===== src/rtl/rcopy_pkg.sv =====
package rcopy_pkg;
    localparam int RC_COL_W = 10;
    localparam int RC_ROW_W = 9;
    localparam int RC_PIX_W = 16;
    localparam int RC_CHUNK = 128;

    typedef enum logic [2:0] {
        ST_IDLE,
        ST_READ,
        ST_DRAIN,
        ST_WRITE,
        ST_DONE
    } rc_state_e;
endpackage


===== src/rtl/rcopy_decode.sv =====
// Splits the three parameter words into corners and extent.
module rcopy_decode #(
    parameter int COL_W = 10,
    parameter int ROW_W = 9
) (
    input  logic [31:0]      pos_src,
    input  logic [31:0]      pos_dst,
    input  logic [31:0]      ext_size,
    output logic [COL_W-1:0] src_x,
    output logic [ROW_W-1:0] src_y,
    output logic [COL_W-1:0] dst_x,
    output logic [ROW_W-1:0] dst_y,
    output logic [COL_W:0]   width,
    output logic [ROW_W:0]   height,
    output logic             same_spot
);
    logic unused_hi;

    assign src_x = pos_src[COL_W-1:0];
    assign src_y = pos_src[16 +: ROW_W];
    assign dst_x = pos_dst[COL_W-1:0];
    assign dst_y = pos_dst[16 +: ROW_W];

    // A zero field selects the full axis length.
    assign width  = (ext_size[COL_W-1:0] == '0) ? {1'b1, {COL_W{1'b0}}}
                                                : {1'b0, ext_size[COL_W-1:0]};
    assign height = (ext_size[16 +: ROW_W] == '0) ? {1'b1, {ROW_W{1'b0}}}
                                                  : {1'b0, ext_size[16 +: ROW_W]};

    assign same_spot = (src_x == dst_x) && (src_y == dst_y);

    assign unused_hi = ^{pos_src[31:16+ROW_W], pos_src[15:COL_W],
                         pos_dst[31:16+ROW_W], pos_dst[15:COL_W],
                         ext_size[31:16+ROW_W], ext_size[15:COL_W]};
endmodule


===== src/rtl/rcopy_chunkbuf.sv =====
// Register bank holding one piece of a row between its reads and writes.
module rcopy_chunkbuf #(
    parameter int DEPTH = 128,
    parameter int PIX_W = 16,
    parameter int IDX_W = 7
) (
    input  logic             clk,
    input  logic             wr_en,
    input  logic [IDX_W-1:0] wr_idx,
    input  logic [PIX_W-1:0] wr_data,
    input  logic [IDX_W-1:0] rd_idx,
    output logic [PIX_W-1:0] rd_data
);
    logic [PIX_W-1:0] cells [DEPTH];

    for (genvar g = 0; g < DEPTH; g++) begin : g_cell
        always_ff @(posedge clk) begin
            if (wr_en && (wr_idx == IDX_W'(g))) begin
                cells[g] <= wr_data;
            end
        end
    end

    assign rd_data = cells[rd_idx];
endmodule


===== src/rtl/rect_copy_engine.sv =====
module rect_copy_engine
    import rcopy_pkg::*;
#(
    parameter int COL_W = RC_COL_W,
    parameter int ROW_W = RC_ROW_W,
    parameter int PIX_W = RC_PIX_W,
    parameter int CHUNK = RC_CHUNK
) (
    input  logic                   clk,
    input  logic                   rst_n,
    input  logic                   start,
    input  logic [31:0]            pos_src,
    input  logic [31:0]            pos_dst,
    input  logic [31:0]            ext_size,
    input  logic                   set_mask,
    output logic                   busy,
    output logic                   done,
    output logic [COL_W+ROW_W-1:0] mem_addr,
    output logic                   mem_re,
    output logic                   mem_we,
    output logic [PIX_W-1:0]       mem_wdata,
    input  logic [PIX_W-1:0]       mem_rdata
);
    localparam int CIDX_W = $clog2(CHUNK);
    localparam int CLEN_W = CIDX_W + 1;
    localparam int WID_W  = COL_W + 1;
    localparam int HGT_W  = ROW_W + 1;

    rc_state_e state, state_nx;

    // Decoded parameter words
    logic [COL_W-1:0] d_sx, d_dx;
    logic [ROW_W-1:0] d_sy, d_dy;
    logic [WID_W-1:0] d_w;
    logic [HGT_W-1:0] d_h;
    logic             d_same;

    // Latched transfer description
    logic [COL_W-1:0] sx_q, dx_q;
    logic [ROW_W-1:0] sy_q, dy_q;
    logic [WID_W-1:0] w_q;
    logic [HGT_W-1:0] h_q;
    logic             mask_q;

    // Walk position
    logic [HGT_W-1:0]  row_cnt;
    logic [WID_W-1:0]  col0;
    logic [CIDX_W-1:0] idx;
    logic              cap_en;
    logic [CIDX_W-1:0] cap_idx;

    logic [WID_W-1:0]  remaining;
    logic [CLEN_W-1:0] clen;
    logic              piece_end, col_more, row_more;
    logic [ROW_W-1:0]  rd_row, wr_row;
    logic [COL_W-1:0]  rd_col, wr_col;
    logic [PIX_W-1:0]  buf_q;

    rcopy_decode #(.COL_W(COL_W), .ROW_W(ROW_W)) u_decode (
        .pos_src  (pos_src),
        .pos_dst  (pos_dst),
        .ext_size (ext_size),
        .src_x    (d_sx),
        .src_y    (d_sy),
        .dst_x    (d_dx),
        .dst_y    (d_dy),
        .width    (d_w),
        .height   (d_h),
        .same_spot(d_same)
    );

    rcopy_chunkbuf #(.DEPTH(CHUNK), .PIX_W(PIX_W), .IDX_W(CIDX_W)) u_chunkbuf (
        .clk    (clk),
        .wr_en  (cap_en),
        .wr_idx (cap_idx),
        .wr_data(mem_rdata),
        .rd_idx (idx),
        .rd_data(buf_q)
    );

    // Piece length, end of piece, what follows the piece
    assign remaining = w_q - col0;
    assign clen      = (remaining > WID_W'(CHUNK)) ? CLEN_W'(CHUNK) : CLEN_W'(remaining);
    assign piece_end = (idx == CIDX_W'(clen - 1'b1));
    assign col_more  = ((col0 + WID_W'(clen)) < w_q);
    assign row_more  = ((row_cnt + 1'b1) < h_q);

    // Wrapped coordinates: truncation to the axis width gives the wrap
    assign rd_row = sy_q + ROW_W'(row_cnt);
    assign wr_row = dy_q + ROW_W'(row_cnt);
    assign rd_col = sx_q + COL_W'(col0) + COL_W'(idx);
    assign wr_col = dx_q + COL_W'(col0) + COL_W'(idx);

    // State register
    always_ff @(posedge clk or negedge rst_n) begin
        if (!rst_n) begin
            state <= ST_IDLE;
        end else begin
            state <= state_nx;
        end
    end

    // Transitions
    always_comb begin
        state_nx = state;
        unique case (state)
            ST_IDLE: begin
                if (start) begin
                    state_nx = (d_same && !set_mask) ? ST_DONE : ST_READ;
                end
            end
            ST_READ: begin
                if (piece_end) begin
                    state_nx = ST_DRAIN;
                end
            end
            ST_DRAIN: state_nx = ST_WRITE;
            ST_WRITE: begin
                if (piece_end) begin
                    state_nx = (col_more || row_more) ? ST_READ : ST_DONE;
                end
            end
            ST_DONE: state_nx = ST_IDLE;
            default: state_nx = ST_IDLE;
        endcase
    end

    // Outputs
    always_comb begin
        busy      = (state == ST_READ) || (state == ST_DRAIN) || (state == ST_WRITE);
        done      = (state == ST_DONE);
        mem_re    = (state == ST_READ);
        mem_we    = (state == ST_WRITE);
        mem_addr  = (state == ST_WRITE) ? {wr_row, wr_col} : {rd_row, rd_col};
        mem_wdata = buf_q | {mask_q, {(PIX_W-1){1'b0}}};
    end

    // Walk counters and latched description
    always_ff @(posedge clk or negedge rst_n) begin
        if (!rst_n) begin
            sx_q    <= '0;
            sy_q    <= '0;
            dx_q    <= '0;
            dy_q    <= '0;
            w_q     <= '0;
            h_q     <= '0;
            mask_q  <= 1'b0;
            row_cnt <= '0;
            col0    <= '0;
            idx     <= '0;
            cap_en  <= 1'b0;
            cap_idx <= '0;
        end else begin
            cap_en  <= (state == ST_READ);
            cap_idx <= idx;
            unique case (state)
                ST_IDLE: begin
                    if (start) begin
                        sx_q    <= d_sx;
                        sy_q    <= d_sy;
                        dx_q    <= d_dx;
                        dy_q    <= d_dy;
                        w_q     <= d_w;
                        h_q     <= d_h;
                        mask_q  <= set_mask;
                        row_cnt <= '0;
                        col0    <= '0;
                        idx     <= '0;
                    end
                end
                ST_READ: begin
                    idx <= piece_end ? '0 : idx + 1'b1;
                end
                ST_WRITE: begin
                    if (piece_end) begin
                        idx <= '0;
                        if (col_more) begin
                            col0 <= col0 + WID_W'(clen);
                        end else begin
                            col0    <= '0;
                            row_cnt <= row_cnt + 1'b1;
                        end
                    end else begin
                        idx <= idx + 1'b1;
                    end
                end
                default: ;
            endcase
        end
    end

    // Checks next to the logic they guard
    AST_RW_EXCLUSIVE: assert property (@(posedge clk) disable iff (!rst_n)
        !(mem_re && mem_we));

    AST_GAP_BEFORE_WRITE: assert property (@(posedge clk) disable iff (!rst_n)
        $rose(mem_we) |-> !$past(mem_re));

    AST_DONE_PULSE: assert property (@(posedge clk) disable iff (!rst_n)
        done |=> !done);

    AST_DONE_QUIET: assert property (@(posedge clk) disable iff (!rst_n)
        done |-> (!busy && !mem_re && !mem_we));

    AST_ACCEPT_ACTS: assert property (@(posedge clk) disable iff (!rst_n)
        (state == ST_IDLE && start) |=> (busy || done));

    AST_MASK_FORCED: assert property (@(posedge clk) disable iff (!rst_n)
        (mem_we && mask_q) |-> mem_wdata[PIX_W-1]);

    AST_ROW_STEP: assert property (@(posedge clk) disable iff (!rst_n)
        (busy && $past(busy) && (row_cnt != $past(row_cnt)))
            |-> (row_cnt == $past(row_cnt) + 1'b1));

    AST_SKIP_QUIET: assert property (@(posedge clk) disable iff (!rst_n)
        (state == ST_IDLE && start && d_same && !set_mask) |=> (done && !mem_re && !mem_we));
endmodule


===== config.mk =====
export PLATFORM = sky130hd
export DESIGN_NAME = rect_copy_engine
export DESIGN_NICKNAME = d
export VERILOG_FILES = /design/src/rtl/rcopy_pkg.sv /design/src/rtl/rcopy_decode.sv /design/src/rtl/rcopy_chunkbuf.sv /design/src/rtl/rect_copy_engine.sv
export SDC_FILE = /design/constraint.sdc
export NUM_CORES = 2
export LEC_CHECK = 0
export BUFFER_PORTS_ARGS = -buffer_cell sky130_fd_sc_hd__buf_2
export CORE_ASPECT_RATIO = 1.75
export CORE_UTILIZATION = 40
export DETAILED_ROUTE_END_ITERATION = 16
export PLACE_DENSITY = 0.51
export SYNTH_ARGS = -nofsm -noshare
export SYNTH_HDL_FRONTEND = slang
export SYNTH_SLANG_ARGS = --single-unit

===== constraint.sdc =====
create_clock -name clk -period 12.3 [get_ports clk]
set_input_delay 1.23 -clock clk [delete_from_list [all_inputs] [get_ports clk]]
set_output_delay 1.23 -clock clk [all_outputs]
set_load 0.05 [all_outputs]

**Word-level counts from Yosys, hierarchy flattened**

Memory sizes are Yosys's and may differ from the RTL's.
Cells that the tools add are included.

- Add/subtract/negate cells: 11
- Order comparisons: 3
- Eq/ne operators: 138
- Mux-type cells: 658
- Bitwise operators: 1
- Reduce and logical (&&, ||, !) cells: 273

Operator list:

| kind | number |
|---|---|
| $mux 16 | 127 |
| $reduce_or 16->1 | 127 |
| $mux 7 | 129 |
| $eq 7x7->1 const B | 64 |
| $mux 1 | 383 |
| $eq 7x6->1 const B | 32 |
| $logic_and 1x1->1 | 130 |
| $eq 7x5->1 const B | 16 |
| $eq 7x4->1 const B | 8 |
| $mux 11 | 4 |
| $mux 10 | 4 |
| $eq 7x3->1 const B | 4 |
| $pmux 11 s2 | 1 |
| $add 10x10->10 | 2 |
| $add 10x7->10 | 2 |
| $pmux 10 s2 | 1 |
| $mux 19 | 1 |
| $add 9x9->9 | 2 |
| $or 16x16->16 | 1 |
| $mux 3 | 5 |
| $eq 7x2->1 const B | 2 |
| $pmux 7 s2 | 1 |
| $pmux 3 s4 | 1 |
| $add 11x8->11 | 1 |
| 28 further kinds | 36 |

- Bits in registers: 99
- RAM bits: 2,048
- Bits of input ports: 116
- Output and inout port bits: 39
- Logic and storage cells: 1,098
- Memories kept: 1

Memories:

| memory | words | width | read ports | clocked after Yosys merged registers in | wr ports | line | RTL |
|---|---|---|---|---|---|---|---|
| u_chunkbuf.cells | 128 | 16 | 1 | 0 | 1 | rcopy_chunkbuf.sv:14 | `logic [PIX_W-1:0] cells [DEPTH];` |

**Logic depth before layout (Yosys ltp)**

- Depth after elaboration: 132
- Gate-level depth with buffers: 29

**Modules after synthesis**

A second synthesis with hierarchy kept.

- Cells, all modules: 3,915
- Area, all modules: 86,086.3 µm²

By module, submodules not included:

| module | times used | cells an instance | area each (µm²) | sequential area each (µm²) |
|---|---|---|---|---|
| rcopy_chunkbuf | 1 | 3,084 | 78,291.3 | 61,499.0 |
| rect_copy_engine | 1 | 742 | 7,170.6 | 2,477.4 |
| rcopy_decode | 1 | 89 | 624.3 | 0.0 |

**Worst setup path after synthesis**

No wires, ideal clock.

- Kind: reg-to-reg
- Start: register w_q[0]
- End: register col0[9]
- Setup time: 0.076 ns
- Arrival: 5.824 ns
- Required time: 12.224 ns
- Setup slack: 6.399 ns
- Cell stages (with the launch flop): 27
- Buffers on the path: 0
- Period minus slack after synthesis: 5.901 ns
- Cells stage by stage: dfrtp_1 inv_1 ha_1 inv_1 fa_1 xnor2_1 nand4_2 a221oi_4 o211ai_4 a211oi_4 nand2_1 inv_1 ha_1 nand2_1 nor2_1 and4b_1 a21o_1 a2111oi_1 nor3_1 o311ai_1 ha_1 a21o_1 a21o_1 a21oi_1 o2111ai_1 a2111o_1 o21ai_1

- Word-level cells in the longest chain between the ends: 8

Ends and longest elaborated chain:

| what | line | RTL |
|---|---|---|
| start: declaration | rect_copy_engine.sv:41 | `logic [WID_W-1:0] w_q;` |
| start signal: assignment | rect_copy_engine.sv:163 | `w_q <= d_w;` |
| $sub 11x11->11 | rect_copy_engine.sv:82 | `assign remaining = w_q - col0;` |
| $gt 11x8->1 | rect_copy_engine.sv:83 | `assign clen = (remaining > WID_W'(CHUNK)) ? CLEN_W'(CHUNK) : CLEN_W'(remaining);` |
| $mux 8 | rect_copy_engine.sv:83 |  |
| $add 11x8->11 | rect_copy_engine.sv:85, rect_copy_engine.sv:178 |  |
| $lt 11x11->1 | rect_copy_engine.sv:85 | `assign col_more = ((col0 + WID_W'(clen)) < w_q);` |
| $mux 11 | rect_copy_engine.sv:177 | `if (col_more) begin` |
| $mux 11 | rect_copy_engine.sv:175 | `if (piece_end) begin` |
| $pmux 11 s2 | rect_copy_engine.sv:156 | `unique case (state)` |
| end signal: assignment | rect_copy_engine.sv:178 | `col0 <= col0 + WID_W'(clen);` |
| end: declaration | rect_copy_engine.sv:47 | `logic [WID_W-1:0] col0;` |

Several ways; a longest one is shown, not always the timed one. The select of a mux whose other input is x is not followed.
A chain may end at the register's enable or synchronous reset.

**Worst setup path after layout**

- Start: register col0[1]
- End: register col0[0]

- Word-level cells in the longest chain between the ends: 8

Ends and longest elaborated chain:

| what | line |
|---|---|
| $sub 11x11->11 | rect_copy_engine.sv:82 |
| $gt 11x8->1 | rect_copy_engine.sv:83 |
| $mux 8 | rect_copy_engine.sv:83 |
| $add 11x8->11 | rect_copy_engine.sv:85, rect_copy_engine.sv:178 |
| $lt 11x11->1 | rect_copy_engine.sv:85 |
| $mux 11 | rect_copy_engine.sv:177 |
| $mux 11 | rect_copy_engine.sv:175 |
| $pmux 11 s2 | rect_copy_engine.sv:156 |

Several ways; a longest one is shown, not always the timed one. The select of a mux whose other input is x is not followed.

==> summary.md <==
| Metric | Value |
|---|---|
| Status | complete, no violations |
| Min Tclk post-route | 7.570 ns |
| Setup Skew | 0.04077 ns |
| Lkg Pwr | 0.03126 µW |
| Mapped Nets | between 4000 and 5000 |
| Synth-to-Final Area Change | 13.42% |
| Synth Area in Simple Gates | ~2.6% |
| Average size of a mapped cell | 21.68 µm² |
| Complex-gate fraction of the synthesized area | 1.518% |
| Final std cell area, no fill | a little under 0.1 mm² |
| Met1 Use GR | 25.52% |
| Met2 Usage GRT | 40.98% |
| Busiest layer in global routing | met2 |
| Hold buffer count at CTS | 0 |
| Area after DPL | 0.09105 mm² |
| Max Slew Vio Count | 0 |
| DR vias | ~41000 |
| FF-to-FF End | col0[0]$_DFFE_PN0P_ |
| Die height | about 620 µm |
| Place WS | 4.777 ns |
| Post-CTS Resized | 0 |
| Synth Instances | 3962 |
| Post-synth top flop | edfxtp_1 |
| Clock Root Buffer | clkbuf_16 |
| Largest net degree at the start of global routing | 100 |
| Die width | 352.3 µm |
| Top cells by area, synth | edfxtp_1, mux4_2, dfrtp_1 |
| Worst IR Drop VDD | around 0.5 mV |
| H-tree levels | 4 |
| Setup CP Type | flop to flop |
| Clock latency on the worst-skew pair | 0.88 ns |
| Post-synth top area cell | edfxtp_1 |
| Largest family of logic cells by synthesized area | multiplexers |
| Total core area | ~0.21 mm² |
| Clock Path Buffers | 4 |
| First-pass GRT wire length | 331300 µm |
| Placer congestion estimate | 0.8288 |
| Worst path buffer plus inverter count | 3 |
| Vias/cell | about 5.6 |
| EDFF count, synth | 2048 |
| Worst Path Required | 13.03 ns |
| Path type of the worst min-delay path | input pin to asynchronous set/reset pin |
| Routed Antenna Nets | 0 |
| Final TNS setup | 0 ns |
| Tot Pwr | 23860 µW |
| Crit end category | flop |
| Flop-to-flop setup slack | 4.73 ns |
| DR iter-0 viols | 3790 |
| Number of global-route vias before repair | 43270 |
| Adder-Cell Fraction of Synth Area | 1.404% |
| Critical Path AT | 8.30 ns |
| I/O Buffers | 115 |
| Clk sinks | ~2100 |
| NumNets Final | approximately 4500 |
| Clk slew on worst S/H paths | 0.07 ns |
| Final period utilization | between 60% and 70% |
| Postcts setup bufs | 0 |
| Total die area | about 0.22 mm² |
| Rel. slew slack | 25.76% |
| Crit path launch type | flop |
| Measured slew at the worst slew-check pin | 1.112 ns |
| Total of max-cap violations | 0 |
| Drt total wl | 234200 µm |
| # fillers | 17980 |
| Synth unique cells | 83 |
| GRT Util Overall | ~22% |
| Post-layout util | 45.74% |
| Seq/Total Area, Yosys | 74.48% |
| Synth Area in XOR/XNOR | 0.8055% |
| Multi-input gate area | 0.02115 mm² |
| DR WL/cell | approximately 32 µm |
| DRC viols | 0 |
| Total CTS buffers | 201 |
| Synth Register Bits | 2147 |
| Slowest stage delay, CP | approximately 0.62 ns |
| Synth Cell Area | around 0.086 mm² |
| Most common library cells after synthesis | edfxtp_1, mux4_2, nand2_1 |
| P per Cell Area | 244.9 mW/mm² |
| Starting Density | between 40% and 50% |
| Top delay family on crit path | compound AO/OA/AOI/OAI gates |
| Flip-flop and latch area | around 0.064 mm² |
| Final hold vios | 0 |
| Initial antenna violation count | 19 |
| Ys Warns | 0 |
| Crit path depth | 25 |
| CTS tree | yes |
| DP Wirelength | ~140000 µm |
| Async set-reset flop share out of synthesis | 4.611% |
| Worst Setup EP | col0[0]$_DFFE_PN0P_ |
| Setup violators final | 0 |
| Site row count | around 220 |
| DR pass1 iterations | 5 |
| Synth top area share | 71.60% |
| CP Max Fanout | 8 |
| Top-level I/O count | 155 |
| Setup WS post-layout | 4.730 ns |
| Share of cells above drive strength 1 | approximately a third |
| Slowest stage cell, crit path | dfrtp_1 |
| Grt met3 use | 2.526% |
| Worst Setup SP | col0[1]$_DFFE_PN0P_ |
| Most frequent cell after synthesis | edfxtp_1 |
| FF-to-FF Start | col0[1]$_DFFE_PN0P_ |
| GRT Residual Overflow | 0 |
| Max Freq | 132.1 MHz |
| Worst Reg-to-Reg Cells | 25 |
| RSZ-0062 raised after global routing | no |
| Post-synthesis mux area share | between 15 and 20% |
[layout make-up]
cell class | count | share of cell area, %
well taps | 2825 | 3.628
clock buffers | 252 | 5.486
repair buffers | 310 | 2.188
multi-input cells | 1553 | 21.71
clock inverters | 104 | 1.003
inverters | 64 | 0.2466
flip-flops and latches | 2147 | 65.69
diodes | 20 | 0.05137
[cell families after synthesis]
family | count (synthesis)
buffers and inverters | 262
multiplexers | 706
flip-flops | 2147
AND/OR/NAND/NOR | 508
AO/OA/AOI/OAI | 179
XOR/XNOR | 75
adder cells (fa/ha/maj) | 85
[worst min path at each step]
stage	endpoint	startpoint
after global placement	sy_q[2]$_DFFE_PN0P_	sy_q[2]$_DFFE_PN0P_
after detailed placement	dy_q[5]$_DFFE_PN0P_	dy_q[5]$_DFFE_PN0P_
final	cap_idx[1]$_DFF_PN0_	rst_n
after floorplan	cap_idx[0]$_DFF_PN0_	idx[0]$_DFFE_PN0P_
after global routing	cap_idx[1]$_DFF_PN0_	rst_n
after CTS	cap_idx[1]$_DFF_PN0_	rst_n
[worst register-to-register path, delay by kind of cell, from the launching register on]
family / cells / cell delay (ns)
AO/OA/AOI/OAI: 12 / 3.62
adder cells (fa/ha/maj): 3 / 1.10
AND/OR/NAND/NOR: 6 / 0.84
buffers and inverters: 3 / 0.71
flip-flops: 1 / 0.62
XOR/XNOR: 1 / 0.56
[state kept, by name, summed over array words and instances, names as in the netlist]
| name | cells |
|---|---|
| cap_en | 1 |
| cap_idx | 7 |
| col0 | 11 |
| dx_q | 10 |
| dy_q | 9 |
| h_q | 10 |
| idx | 7 |
| mask_q | 1 |
| row_cnt | 10 |
| state | 3 |
| sx_q | 10 |
| sy_q | 9 |
| u_chunkbuf.cells | 2048 |
| w_q | 11 |
[layer usage]
| layer | share of wire [%] | vias up |
|---|---|---|
| li1 | - | 17080 |
| met1 | 37 | 22540 |
| met2 | 56 | 992 |
| met3 | 3.8 | 305 |
| met4 | 2.8 | 4 |
| met5 | 0.012 | - |
[report_power, final]
group | internal [µW] | switching, µW
combinational | 3560 | 5410
clock | 3450 | 2700
sequential | 8370 | 371
total | 15400 | 8480
[layout by cell type, fill, tap and decap left out, types with 9 or more instances in the layout]
cell type     n
nor3_1       11
nand2_1     230
mux4_2      672
a21oi_1      46
mux2i_1      16
clkbuf_16   204
diode_2      20
fa_1         19
o21ai_0      43
ha_1         66
a21o_1       17
nor2_2       88
nand3_1      24
clkbuf_1     42
clkinv_2     36
mux2_2       18
clkinv_1     37
dfrtp_1      92
nor2_1       73
inv_1        62
edfxtp_1   2048
xnor2_1      48
buf_4       208
nor2b_1       9
and3_1       10
bufinv_16    18
nand4_1       9
xor2_1       24
buf_2        98
[per-stage QoR]
step	cells	hold WS [ns]
3_5_place_dp	6899	0.4668
3_3_place_gp	6899	0.4573
5_1_grt	7270	0.3942
6_report	7275	0.3839
4_1_cts	7255	0.3677
2_1_floorplan	3962	0.3781
No activity file was read; power rests on OpenSTA's default activity.
